File: src/rtl/spi_gpi_pkg.sv
package spi_gpi_pkg;
  // Synchronized level plus detected edges of one serial pin.
  typedef struct packed {
    logic level;
    logic rise;
    logic fall;
  } pin_ev_t;

  localparam int NUM_SER_PINS = 3;
  localparam int IDX_CS   = 0;
  localparam int IDX_SCLK = 1;
  localparam int IDX_SDI  = 2;
endpackage

File: src/rtl/spi_gpi_sync.sv
module spi_gpi_sync #(
  parameter int   STAGES  = 2,
  parameter logic RST_VAL = 1'b0
) (
  input  logic                 clk,
  input  logic                 rst,
  input  logic                 din,
  output spi_gpi_pkg::pin_ev_t ev
);
  logic [STAGES-1:0] chain;
  logic              last;

  always_ff @(posedge clk) begin
    if (rst) begin
      chain <= {STAGES{RST_VAL}};
      last  <= RST_VAL;
    end else begin
      chain <= {chain[STAGES-2:0], din};
      last  <= chain[STAGES-1];
    end
  end

  assign ev.level = chain[STAGES-1];
  assign ev.rise  = chain[STAGES-1] & ~last;
  assign ev.fall  = ~chain[STAGES-1] & last;
endmodule

File: src/rtl/spi_gpi_core.sv
module spi_gpi_core #(
  parameter int WIDTH = 16
) (
  input  logic             clk,
  input  logic             rst,
  input  logic [WIDTH-1:0] pin_level,
  input  logic             cs_fall,
  input  logic             cs_rise,
  input  logic             cs_act,
  input  logic             sclk_rise,
  input  logic             sclk_fall,
  input  logic             sdi_lvl,
  output logic [WIDTH-1:0] status_q,
  output logic [WIDTH-1:0] mask_q,
  output logic             sdo_q,
  output logic             sdo_oe_q,
  output logic             soft_rst_q
);
  localparam int MSB = WIDTH - 1;

  logic [WIDTH-1:0] shreg;
  logic             first_seen;
  logic             commit_zero;

  assign commit_zero = (shreg == '0);

  always_ff @(posedge clk) begin
    if (rst) begin
      status_q   <= '0;
      mask_q     <= '0;
      shreg      <= '0;
      first_seen <= 1'b0;
      sdo_q      <= 1'b0;
      sdo_oe_q   <= 1'b0;
      soft_rst_q <= 1'b0;
    end else begin
      soft_rst_q <= 1'b0;
      sdo_oe_q   <= cs_act;
      if (cs_fall) begin
        status_q   <= pin_level;
        shreg      <= pin_level;   // zero-cycle transfer commits the snapshot
        first_seen <= 1'b0;
        sdo_q      <= 1'b0;
      end else if (cs_rise) begin
        mask_q <= shreg;
        sdo_q  <= 1'b0;
        if (commit_zero) begin
          status_q   <= '0;
          soft_rst_q <= 1'b1;
        end
      end else if (cs_act) begin
        if (sclk_rise) begin
          first_seen <= 1'b1;
          if (!first_seen) begin
            shreg <= status_q;
            sdo_q <= status_q[MSB];
          end else begin
            sdo_q <= shreg[MSB];
          end
        end else if (sclk_fall) begin
          shreg <= {shreg[MSB-1:0], sdi_lvl};
        end
      end
    end
  end
endmodule

File: src/rtl/spi_gpi_shifter.sv
module spi_gpi_shifter #(
  parameter int WIDTH       = 16,
  parameter int SYNC_STAGES = 2
) (
  input  logic             clk,
  input  logic             rst,
  input  logic [WIDTH-1:0] pin_level,
  input  logic             cs_n,
  input  logic             sclk,
  input  logic             sdi,
  output logic             sdo,
  output logic             sdo_oe,
  output logic [WIDTH-1:0] status_q,
  output logic [WIDTH-1:0] mask_q,
  output logic             soft_rst
);
  import spi_gpi_pkg::*;

  logic [NUM_SER_PINS-1:0] raw_pins;
  pin_ev_t                 ev [NUM_SER_PINS];
  logic                    cs_act;
  logic                    cs_fall;
  logic                    cs_rise;
  logic                    unused_sdi_edges;

  assign raw_pins[IDX_CS]   = cs_n;
  assign raw_pins[IDX_SCLK] = sclk;
  assign raw_pins[IDX_SDI]  = sdi;

  for (genvar g = 0; g < NUM_SER_PINS; g++) begin : g_sync
    // Chip select idles high; the other pins idle low.
    spi_gpi_sync #(
      .STAGES (SYNC_STAGES),
      .RST_VAL((g == IDX_CS) ? 1'b1 : 1'b0)
    ) u_sync (
      .clk(clk),
      .rst(rst),
      .din(raw_pins[g]),
      .ev (ev[g])
    );
  end

  assign cs_act  = ~ev[IDX_CS].level;
  assign cs_fall = ev[IDX_CS].fall;
  assign cs_rise = ev[IDX_CS].rise;
  assign unused_sdi_edges = ev[IDX_SDI].rise ^ ev[IDX_SDI].fall;

  spi_gpi_core #(.WIDTH(WIDTH)) u_core (
    .clk       (clk),
    .rst       (rst),
    .pin_level (pin_level),
    .cs_fall   (cs_fall),
    .cs_rise   (cs_rise),
    .cs_act    (cs_act),
    .sclk_rise (ev[IDX_SCLK].rise),
    .sclk_fall (ev[IDX_SCLK].fall),
    .sdi_lvl   (ev[IDX_SDI].level),
    .status_q  (status_q),
    .mask_q    (mask_q),
    .sdo_q     (sdo),
    .sdo_oe_q  (sdo_oe),
    .soft_rst_q(soft_rst)
  );
endmodule

File: config.mk
export PLATFORM = sky130hd
export DESIGN_NAME = spi_gpi_shifter
export DESIGN_NICKNAME = d
export VERILOG_FILES = /design/src/rtl/spi_gpi_pkg.sv /design/src/rtl/spi_gpi_sync.sv /design/src/rtl/spi_gpi_core.sv /design/src/rtl/spi_gpi_shifter.sv
export SDC_FILE = /design/constraint.sdc
export NUM_CORES = 1
export LEC_CHECK = 0
export BUFFER_PORTS_ARGS = -buffer_cell sky130_fd_sc_hd__buf_2
export CAP_MARGIN = 20
export CORE_MARGIN = 4
export CORE_UTILIZATION = 45
export DETAILED_ROUTE_END_ITERATION = 8
export PLACE_DENSITY = 0.68
export SLEW_MARGIN = 40
export SYNTH_ARGS = -nofsm -noshare
export SYNTH_HDL_FRONTEND = slang
export SYNTH_SLANG_ARGS = --single-unit
File: constraint.sdc
create_clock -name clk -period 1.9 [get_ports clk]
set_clock_uncertainty 0.05 [all_clocks]
set_input_delay 0.19 -clock clk [delete_from_list [all_inputs] [get_ports clk]]
set_output_delay 0.19 -clock clk [all_outputs]
set_load 0.005 [all_outputs]
==> results of run 1 <==
report_power, final:
group	switching (mW)	internal, mW	total (mW)
Combinational	0.0967	0.0813	0.178
Sequential	0.0100	1.27	1.28
Clock	0.461	0.607	1.07
worst paths after layout:
path | endpoint | slack [ns]
max | u_core.status_q[12] | 0.20
min | g_sync[1].u_sync.chain[0] | 0.02
max reg2reg | u_core.status_q[12] | 0.20
min reg2reg | g_sync[0].u_sync.chain[1] | 0.36
cells in the final DEF, fill, tap and decap left out:
cell type / Yosys / routed
dfxtp_1: 60 / 60
buf_2: 5 / 55
mux2i_1: 49 / 49
nor2_1: 34 / 34
nand2_1: 16 / 16
o21ai_0: 16 / 16
a22o_1: 16 / 16
clkbuf_8: 0 / 13
buf_4: 1 / 9
inv_1: 6 / 6
nor2b_1: 6 / 6
ha_1: 4 / 4
or2_2: 3 / 3
nor4_2: 3 / 3
a211oi_2: 1 / 1
o21bai_2: 1 / 1
nor3b_4: 0 / 1
nor4_1: 1 / 1
and4_4: 1 / 1
or2_4: 1 / 1
o22ai_4: 1 / 1
a2111oi_0: 1 / 1
a21oi_1: 1 / 1
nor4b_2: 1 / 1
clkinv_2: 0 / 1
clkbuf_1: 5 / 1
dlygate4sd3_1: 0 / 1
buf_12: 0 / 1
registers in the layout, indices dropped and copies added (netlist names):
signal and cells:
u_core.shreg 16, g_sync.u_sync.chain 6, u_core.soft_rst_q 1, u_core.sdo_oe_q 1
u_core.mask_q 16, g_sync.u_sync.last 2, u_core.sdo_q 1, u_core.status_q 16
u_core.first_seen 1
metrics by stage:
step | worst slack [ns] | instance area, um^2
after detailed placement | 0.182 | 2830
after floorplan | 0.285 | 2480
final | 0.199 | 3030
after CTS | 0.175 | 3030
after global routing | 0.115 | 3030
after global placement | -0.0314 | 2830
timing repair:
item                                    4_1_cts  5_1_grt
gates resized for setup                       0        0
endpoints found under the setup margin        0        0
hold buffers                                  1        0
hold endpoints to repair                      1        0
cells by family (layout without fill, tap and decap cells):
group	count (synthesis)	count (layout)	synth area share, %
AOI/OAI and AO/OA	37	37	11.2
adders and majority gates	4	4	2.02
buffers and inverters	23	87	5.09
DFF	60	60	48.4
muxes	49	49	19.8
and+or+nand+nor	67	67	13.5
per-layer routing:
layer	track usage, %	wire length [um]
met1	21.3	2490
met2	28.6	2510
met3	6.51	382
met4	6.48	66
met5	0	0
worst reg2reg max path: stages, from the launching register on:
cell and delay [ns]:
dfxtp_1 0.32, inv_1 0.05, ha_1 0.21, buf_4 0.16, or2_4 0.27, o22ai_4 0.38
a22o_1 0.21
cell type report:
class / count / area, um^2 / area share [%]
Sequential cell: 60 / 1200 / 39.6
Clock inverter: 1 / 5.00 / 0.165
Clock buffer: 14 / 183 / 6.03
Timing Repair Buffer: 66 / 373 / 12.3
Multi-Input combinational cell: 157 / 1160 / 38.3
Tap cell: 70 / 87.6 / 2.89
Inverter: 6 / 22.5 / 0.743
==> flow_metrics.tcl, run 1 <==
set metrics [dict create \
    relSlewSlack_pct 52.6 \
    maximum_cell_stage_delay_along_the_critical_path_ns 0.38 \
    instances_no_fill 374 \
    cp.buffers_inverters 2 \
    synthesis_stage_register_bit_count 60 \
    drtAntennaViolNets 0 \
    leading_cell_type_by_number_of_instances_after_synthesis "dfxtp_1" \
    dpl.hpwl_um 3800 \
    post_dr_vias_cell 5.22 \
    floorplan.die.width_um 82.3 \
    syn-cell-area_um2 2480 \
    irDropWorstVdd_mv 0.587 \
    dpl.cell_count 358 \
    timing.final.hold_violations 0 \
    cp-end-kind "flop" \
    mappedNetlistNets 265 \
    drtPass1Iterations 5 \
    yosys.cell_types.count 26 \
    grt_pass1_wl_um 8820 \
    post_route_drc_violation_count 0 \
    die-height_um 82.3 \
    avgSynthCellArea_um2 10.3 \
    finalNetCount 325 \
    antenna_cells 0 \
    crit_path_dat_ns 1.93 \
    clock_latency_ns 0.33 \
    pin_count_of_the_biggest_net_entering_global_routing 33 \
    crit_path_max_fanout 16 \
    synth_ff_type "dfxtp_1" \
    layout_cells_sized_above_1_pct 30.3 \
    worst_r2r_startpoint "g_sync[0].u_sync.chain[1]" \
    crit_path_cell_trace "inv_1 -> ha_1 -> buf_4 -> or2_4 -> o22ai_4 -> a22o_1" \
    holdCritPathClass "in2reg" \
    worst-path-stages 6 \
    crit_type "reg2reg" \
    synth_async_sr_flop_share_pct 0 \
    die-area_um2 6770 \
    vias 1951 \
    crit_path_top_delay_cell "o22ai_4" \
    seq_area_frac_synth_pct 48.4 \
    design_power_total_mw 2.53 \
    required_ns 2.13 \
    number_of_flops_mapped_to_enable_cells_by_yosys 0 \
    via_count_of_the_first_global_routing_pass 1832 \
    n_fill_cell 465 \
    rsz_0062_raised_after_global_routing "false" \
    placementRows 26 \
    cts_tree "built" \
    post_drt_wl_per_cell_um 14.6 \
    cts.htree.levels 3 \
    hp-start "sclk" \
    max_cap_violations 0 \
    synth.area.top_cells "dfxtp_1, mux2i_1, a22o_1" \
    static-leakage-power_nw 1.39 \
    reg2reg_depth 6 \
    initial_utilization_pct 47.4 \
    yosysTopAreaCellShare_pct 48.4 \
    power_per_cell_area_nw_per_um2 835 \
    area_growth_pct 22.2 \
    core_region_area_um2 5240 \
    grt_overflow_total 0 \
    wl_um 5450 \
    fin_worst_hold_slack_ns 0.0163 \
    clock_buffer_count_from_cts 9 \
    clock_tree.root_cell "clkbuf_8" \
    cts.repair_timing.setup_buffer_count 0 \
    synthesis.instances 240 \
    globalRouteTotalUtil_pct 17.6 \
    path_clk_slew_ns 0.06 \
    worst_slew_pin_slew_ns 0.711 \
    timing.hold.worst_path_depth 2 \
    yosysWarningCount 0 \
    ioPinCount 56 \
    clock_sink_count 60 \
    fin_crit_ns 1.70 \
    setup-tns-final_ns 0 \
    grt_antenna_before_repair 0 \
    synth_top_cells_by_count "dfxtp_1, mux2i_1, nor2_1" \
    synth_largest_area_cell "dfxtp_1" \
    place.gp.congestion 0.786 \
    fmaxAchievable_mhz 588 \
    layout.core_utilization_pct 57.9 \
    critPathLaunchType "flop" \
    crit_family "compound AO/OA/AOI/OAI gates" \
    critPathLaunch "g_sync[0].u_sync.chain[1]" \
    run_status "completed" \
    ctsLongestPathBuffers 2 \
    buffer_ports.inserted 55 \
    finalMaxSlewViolations 0 \
    detail_route.iter0.violations 87 \
    finalCritPeriodShare_pct 89.5 \
    setup-violations-final 0 \
]
Note: power is estimated with default switching activity, not from simulation.
==> run 2, diff against run 1 <==
--- a/config.mk
+++ b/config.mk
@@ -10,7 +10,7 @@
 export CORE_MARGIN = 4
 export CORE_UTILIZATION = 45
 export DETAILED_ROUTE_END_ITERATION = 8
-export PLACE_DENSITY = 0.68
+export PLACE_DENSITY_LB_ADDON = 0.1
 export SLEW_MARGIN = 40
 export SYNTH_ARGS = -nofsm -noshare
 export SYNTH_HDL_FRONTEND = slang
==> constraint.sdc (replaced) <==
create_clock -name clk -period 1.7 [get_ports clk]
set_clock_uncertainty 0.05 [all_clocks]
set_input_delay 0.17 -clock clk [delete_from_list [all_inputs] [get_ports clk]]
set_output_delay 0.17 -clock clk [all_outputs]
set_load 0.005 [all_outputs]
==> flow_metrics.tcl, run 2 (synthesis results as in run 1) <==
set metrics [dict create \
    grt_pass1_wl_um 8950 \
    final_cell_mix "dfxtp_1, buf_2, mux2i_1" \
    placementRows 26 \
    holdCritPathClass "in2reg" \
    finalNetCount 338 \
    place.gp.congestion 0.783 \
    crit_path_max_fanout 8 \
    antenna_cells 0 \
    clock_latency_ns 0.33 \
    fmaxAchievable_mhz 645 \
    drtPass1Iterations 4 \
    ctsLongestPathBuffers 2 \
    largestRegisters "u_core.mask_q: 16 flops, u_core.shreg: 16 flops, u_core.status_q: 16 flops" \
    detail_route.iter0.violations 49 \
    floorplan.die.width_um 82.3 \
    static-leakage-power_nw 1.43 \
    grt_antenna_before_repair 0 \
    cts.htree.levels 3 \
    finalCritPeriodShare_pct 91.2 \
    path_clk_slew_ns 0.06 \
    core_region_area_um2 5240 \
    max_cap_violations 0 \
    irDropWorstVdd_mv 0.575 \
    die-area_um2 6770 \
    setup-tns-final_ns 0 \
    post_dr_vias_cell 5.07 \
    fin_worst_hold_slack_ns 0.0103 \
    initial_utilization_pct 47.4 \
    setup-violations-final 0 \
    clock_tree.root_cell "clkbuf_8" \
    drtAntennaViolNets 0 \
    critPathLaunchType "flop" \
    pin_count_of_the_biggest_net_entering_global_routing 21 \
    vias 1948 \
    cts_tree "built" \
    crit_type "reg2reg" \
    timing.hold.worst_path_depth 2 \
    via_count_of_the_first_global_routing_pass 1821 \
    buffer_ports.inserted 55 \
    worst_slew_pin_slew_ns 0.302 \
    layout_cells_sized_above_1_pct 31.8 \
    run_status "completed" \
    required_ns 1.92 \
    globalRouteTotalUtil_pct 18.2 \
    post_route_drc_violation_count 0 \
    grt_overflow_total 0 \
    power_per_cell_area_nw_per_um2 864 \
    rsz_0062_raised_after_global_routing "false" \
    area_growth_pct 24.5 \
    post_drt_wl_per_cell_um 14.2 \
    final_common_cell "dfxtp_1" \
    relSlewSlack_pct 79.3 \
    timing.final.hold_violations 0 \
    clock_buffer_count_from_cts 9 \
    dpl.hpwl_um 3890 \
    cp-end-kind "flop" \
    fin_crit_ns 1.55 \
    clock_sink_count 60 \
    finalMaxSlewViolations 0 \
    wl_um 5440 \
    reg2reg_depth 7 \
    crit_path_dat_ns 1.77 \
    die-height_um 82.3 \
    ioPinCount 56 \
]
run 2: changes by cell type in the layout (fill, tap and decap cells not counted):
cell and delta:
buf_4 +12, clkbuf_8 -3, clkbuf_1 +1, clkinv_2 -1
dlygate4sd3_1 +1
run 2: path summary, 6_finish.rpt:
check	startpoint	end	slack, ns
worst max-delay path	g_sync[0].u_sync.chain[1]	u_core.status_q[12]	0.15
worst min-delay path	sclk	g_sync[1].u_sync.chain[0]	0.01
worst max register to register	g_sync[0].u_sync.chain[1]	u_core.status_q[12]	0.15
worst min register to register	g_sync[0].u_sync.chain[0]	g_sync[0].u_sync.chain[1]	0.36
run 2: report_power, final:
part           internal, mW  switching [mW]  total (mW)  leakage, nW
Combinational         0.104           0.112       0.216        0.874
Clock                 0.537           0.484        1.02       0.0743
Sequential             1.42         0.00978        1.43        0.485
run 2: routing by layer:
| layer | track usage [%] | wire [um] | vias to the layer above |
|---|---|---|---|
| met4 | 6.64 | 86 | 0 |
| met3 | 8.13 | 336 | 6 |
| met1 | 21.3 | 2380 | 912 |
| met2 | 29.2 | 2640 | 53 |
| li1 | - | - | 977 |
| met5 | 0 | 0 | - |
run 2: per-stage QoR:
stage	cells	area (um^2)	total power [mW]	utilization [%]	setup slack [ns]
floorplan	240	2480	1.60	-	0.0847
global placement	366	2890	1.67	55.1	-0.252
detailed placement	366	2890	1.67	55.3	-0.0253
CTS	384	3090	2.70	59.0	0.146
global route	384	3090	2.80	59.0	0.0537
finish	384	3090	2.67	59.0	0.149
run 2: what timing repair did:
item                                    in CTS  in global routing
gates resized for setup                      0                  0
hold buffers                                 2                  0
setup buffers                                4                  0
endpoints found under the hold margin        2                  0
endpoints found under the setup margin      16                  0
run 2: area by class of cell:
cell class / count / area [um^2]
Timing Repair Buffer: 79 / 473
Inverter: 6 / 22.5
Tap cell: 70 / 87.6
Multi-Input combinational cell: 157 / 1160
Fill cell: 470 / 2150
Sequential cell: 60 / 1200
Clock buffer: 12 / 145
run 2: worst max-delay path, stage by stage, from the launching register on:
cell,delay (ns)
dfxtp_1,0.32
inv_1,0.05
ha_1,0.20
buf_4,0.15
or2_4,0.27
o22ai_4,0.13
buf_4,0.19
a22o_1,0.13
==> run 3, diff against run 2 <==
--- a/config.mk
+++ b/config.mk
@@ -7,6 +7,7 @@
 export LEC_CHECK = 0
 export BUFFER_PORTS_ARGS = -buffer_cell sky130_fd_sc_hd__buf_2
 export CAP_MARGIN = 20
+export CORE_ASPECT_RATIO = 1.1
 export CORE_MARGIN = 4
 export CORE_UTILIZATION = 45
 export DETAILED_ROUTE_END_ITERATION = 8
==> flow_metrics.tcl, run 3 (synthesis results as in run 1) <==
set metrics [dict create \
    max_cap_violations 0 \
    grt_antenna_before_repair 0 \
    hp-start "pin_level[10]" \
    grt_overflow_total 0 \
    layout_cells_sized_above_1_pct 32.4 \
    power_per_cell_area_nw_per_um2 918 \
    drtPass1Iterations 4 \
    irDropWorstVdd_mv 0.701 \
    grt_util_met2_pct 30.0 \
    rsz_0062_raised_after_global_routing "false" \
    post_drt_wl_per_cell_um 14.2 \
    final_common_cell "dfxtp_1" \
    comb_power_share_pct 7.6 \
    detail_route.iter0.violations 115 \
    finalNetCount 336 \
    largestRegisters "u_core.mask_q: 16 flops, u_core.shreg: 16 flops, u_core.status_q: 16 flops" \
    hold_path_end "u_core.status_q[10]" \
    worst_slew_pin_slew_ns 0.399 \
    critPathLaunch "u_core.shreg[5]" \
    setup-tns-final_ns 0 \
    cts_tree "built" \
    globalRouteMet3Util_pct 4.10 \
    crit_path_max_fanout 16 \
    n_fill_cell 488 \
    timing.final.hold_violations 0 \
    post_dr_vias_cell 4.99 \
    place.gp.congestion 0.815 \
    fin_crit_ns 1.52 \
    global_route.peak_usage_layer "met2" \
    worst_r2r_startpoint "u_core.shreg[5]" \
    wl_um 5550 \
    required_ns 1.88 \
    power.net_switching_mw 0.683 \
    cp-end-kind "flop" \
    groute.layer.met1.usage_pct 21.2 \
    ctsLongestPathBuffers 2 \
    floorplan.die.width_um 78.8 \
    critPathLaunchType "flop" \
    finalMaxSlewViolations 0 \
    reg2reg_slack_ns 0.18 \
    clock_sink_count 60 \
    buffer_ports.inserted 55 \
    setup-violations-final 0 \
    design_power_total_mw 2.88 \
    fin_worst_hold_slack_ns 0.0160 \
    finalCritPeriodShare_pct 89.4 \
    cellInternalPower_mw 2.20 \
    ioPinCount 56 \
    via_count_of_the_first_global_routing_pass 1866 \
    die-height_um 85.9 \
    clock_buffer_count_from_cts 9 \
    placementRows 28 \
    swShare_pct 23.7 \
    post_route_drc_violation_count 0 \
    holdCritPathClass "in2reg" \
    die-area_um2 6770 \
    timing.hold.worst_path_depth 2 \
    area_growth_pct 26.3 \
    run_status "completed" \
    destination_of_the_worst_register_to_register_timing_path "u_core.status_q[8]" \
    fmaxAchievable_mhz 658 \
    pin_count_of_the_biggest_net_entering_global_routing 26 \
    relSlewSlack_pct 72.7 \
    antenna_cells 0 \
    dpl.hpwl_um 3920 \
    crit_type "reg2reg" \
    grt_pass1_wl_um 9230 \
    globalRouteTotalUtil_pct 17.9 \
    reg2reg_depth 5 \
    cts.htree.levels 3 \
    core_region_area_um2 5360 \
    path_clk_slew_ns 0.07 \
    power_frac_seq_pct 49.8 \
    final_cell_mix "dfxtp_1, buf_2, mux2i_1" \
    static-leakage-power_nw 1.43 \
    share_of_power_burned_in_the_clock_network_pct 42.6 \
    initial_utilization_pct 46.3 \
    drtAntennaViolNets 0 \
    clock_latency_ns 0.33 \
    clock_tree.root_cell "clkbuf_8" \
    crit_path_dat_ns 1.70 \
    vias 1945 \
]
[run 3: cell types whose count changed in the layout (fill, tap and decap cells not counted)]
cell           delta
buf_12            +1
buf_4             -4
bufinv_16         +1
clkbuf_1          -2
clkbuf_8          -1
clkinv_2          +1
clkinv_4          +1
clkinvlp_4        +3
dlygate4sd3_1     +1
nor3b_2           +1
nor3b_4           -1
[run 3: power by group through the flow]
stage | clock network, mW | logic, mW | registers [mW]
after global routing | 1.32 | 0.238 | 1.43
after floorplan | 0 | 0.135 | 1.46
after CTS | 1.25 | 0.209 | 1.43
after global placement | 0 | 0.200 | 1.46
after detailed placement | 0 | 0.202 | 1.46
final | 1.23 | 0.218 | 1.43
[run 3: layout make-up]
cell class              count  area [um^2]  area share, %
clock buffers               9          124           3.95
clock inverters             6         66.3           2.12
inverters                   6         22.5          0.719
multi-input cells         157         1150           36.8
flip-flops and latches     60         1200           38.3
well taps                  75         93.8           2.99
repair buffers             77          473           15.1
[run 3: metal layers]
metal,wire [um],up-vias
met5,0,-
met4,98,0
met3,274,8
met2,2690,44
met1,2490,914
li1,-,979
[run 3: through the flow]
stage                     area, um^2  setup slack (ns)  utilization, %  std cells
after global placement          2890             0.117            54.0        371
final                           3130             0.179            58.5        390
after global routing            3130            0.0623            58.5        390
after detailed placement        2890            0.0576            54.0        371
after CTS                       3110            0.0387            58.1        389
after floorplan                 2480            0.0847               -        240
[run 3: how the worst max path moves through the flow]
stage,to,slack [ns],depth (start not counted)
floorplan,u_core.shreg[0],0.08,8
global placement,u_core.status_q[12],0.12,5
detailed placement,u_core.status_q[8],0.06,5
CTS,u_core.status_q[14],0.04,5
global route,u_core.status_q[10],0.06,5
finish,u_core.status_q[8],0.18,5
[run 3: worst max-delay path, stage by stage (launching register included)]
cell and delay [ns]:
dfxtp_1 0.34, nor4_1 0.32, and4_4 0.30, o22ai_4 0.07
buf_12 0.16, a22o_1 0.18
[run 3: what timing repair did]
item                                    4_1_cts  5_1_grt
endpoints found under the hold margin         3        0
resized for setup                             0        0
endpoints found under the setup margin        0       16
buffers inserted                              0        1
hold buffers                                  3        0
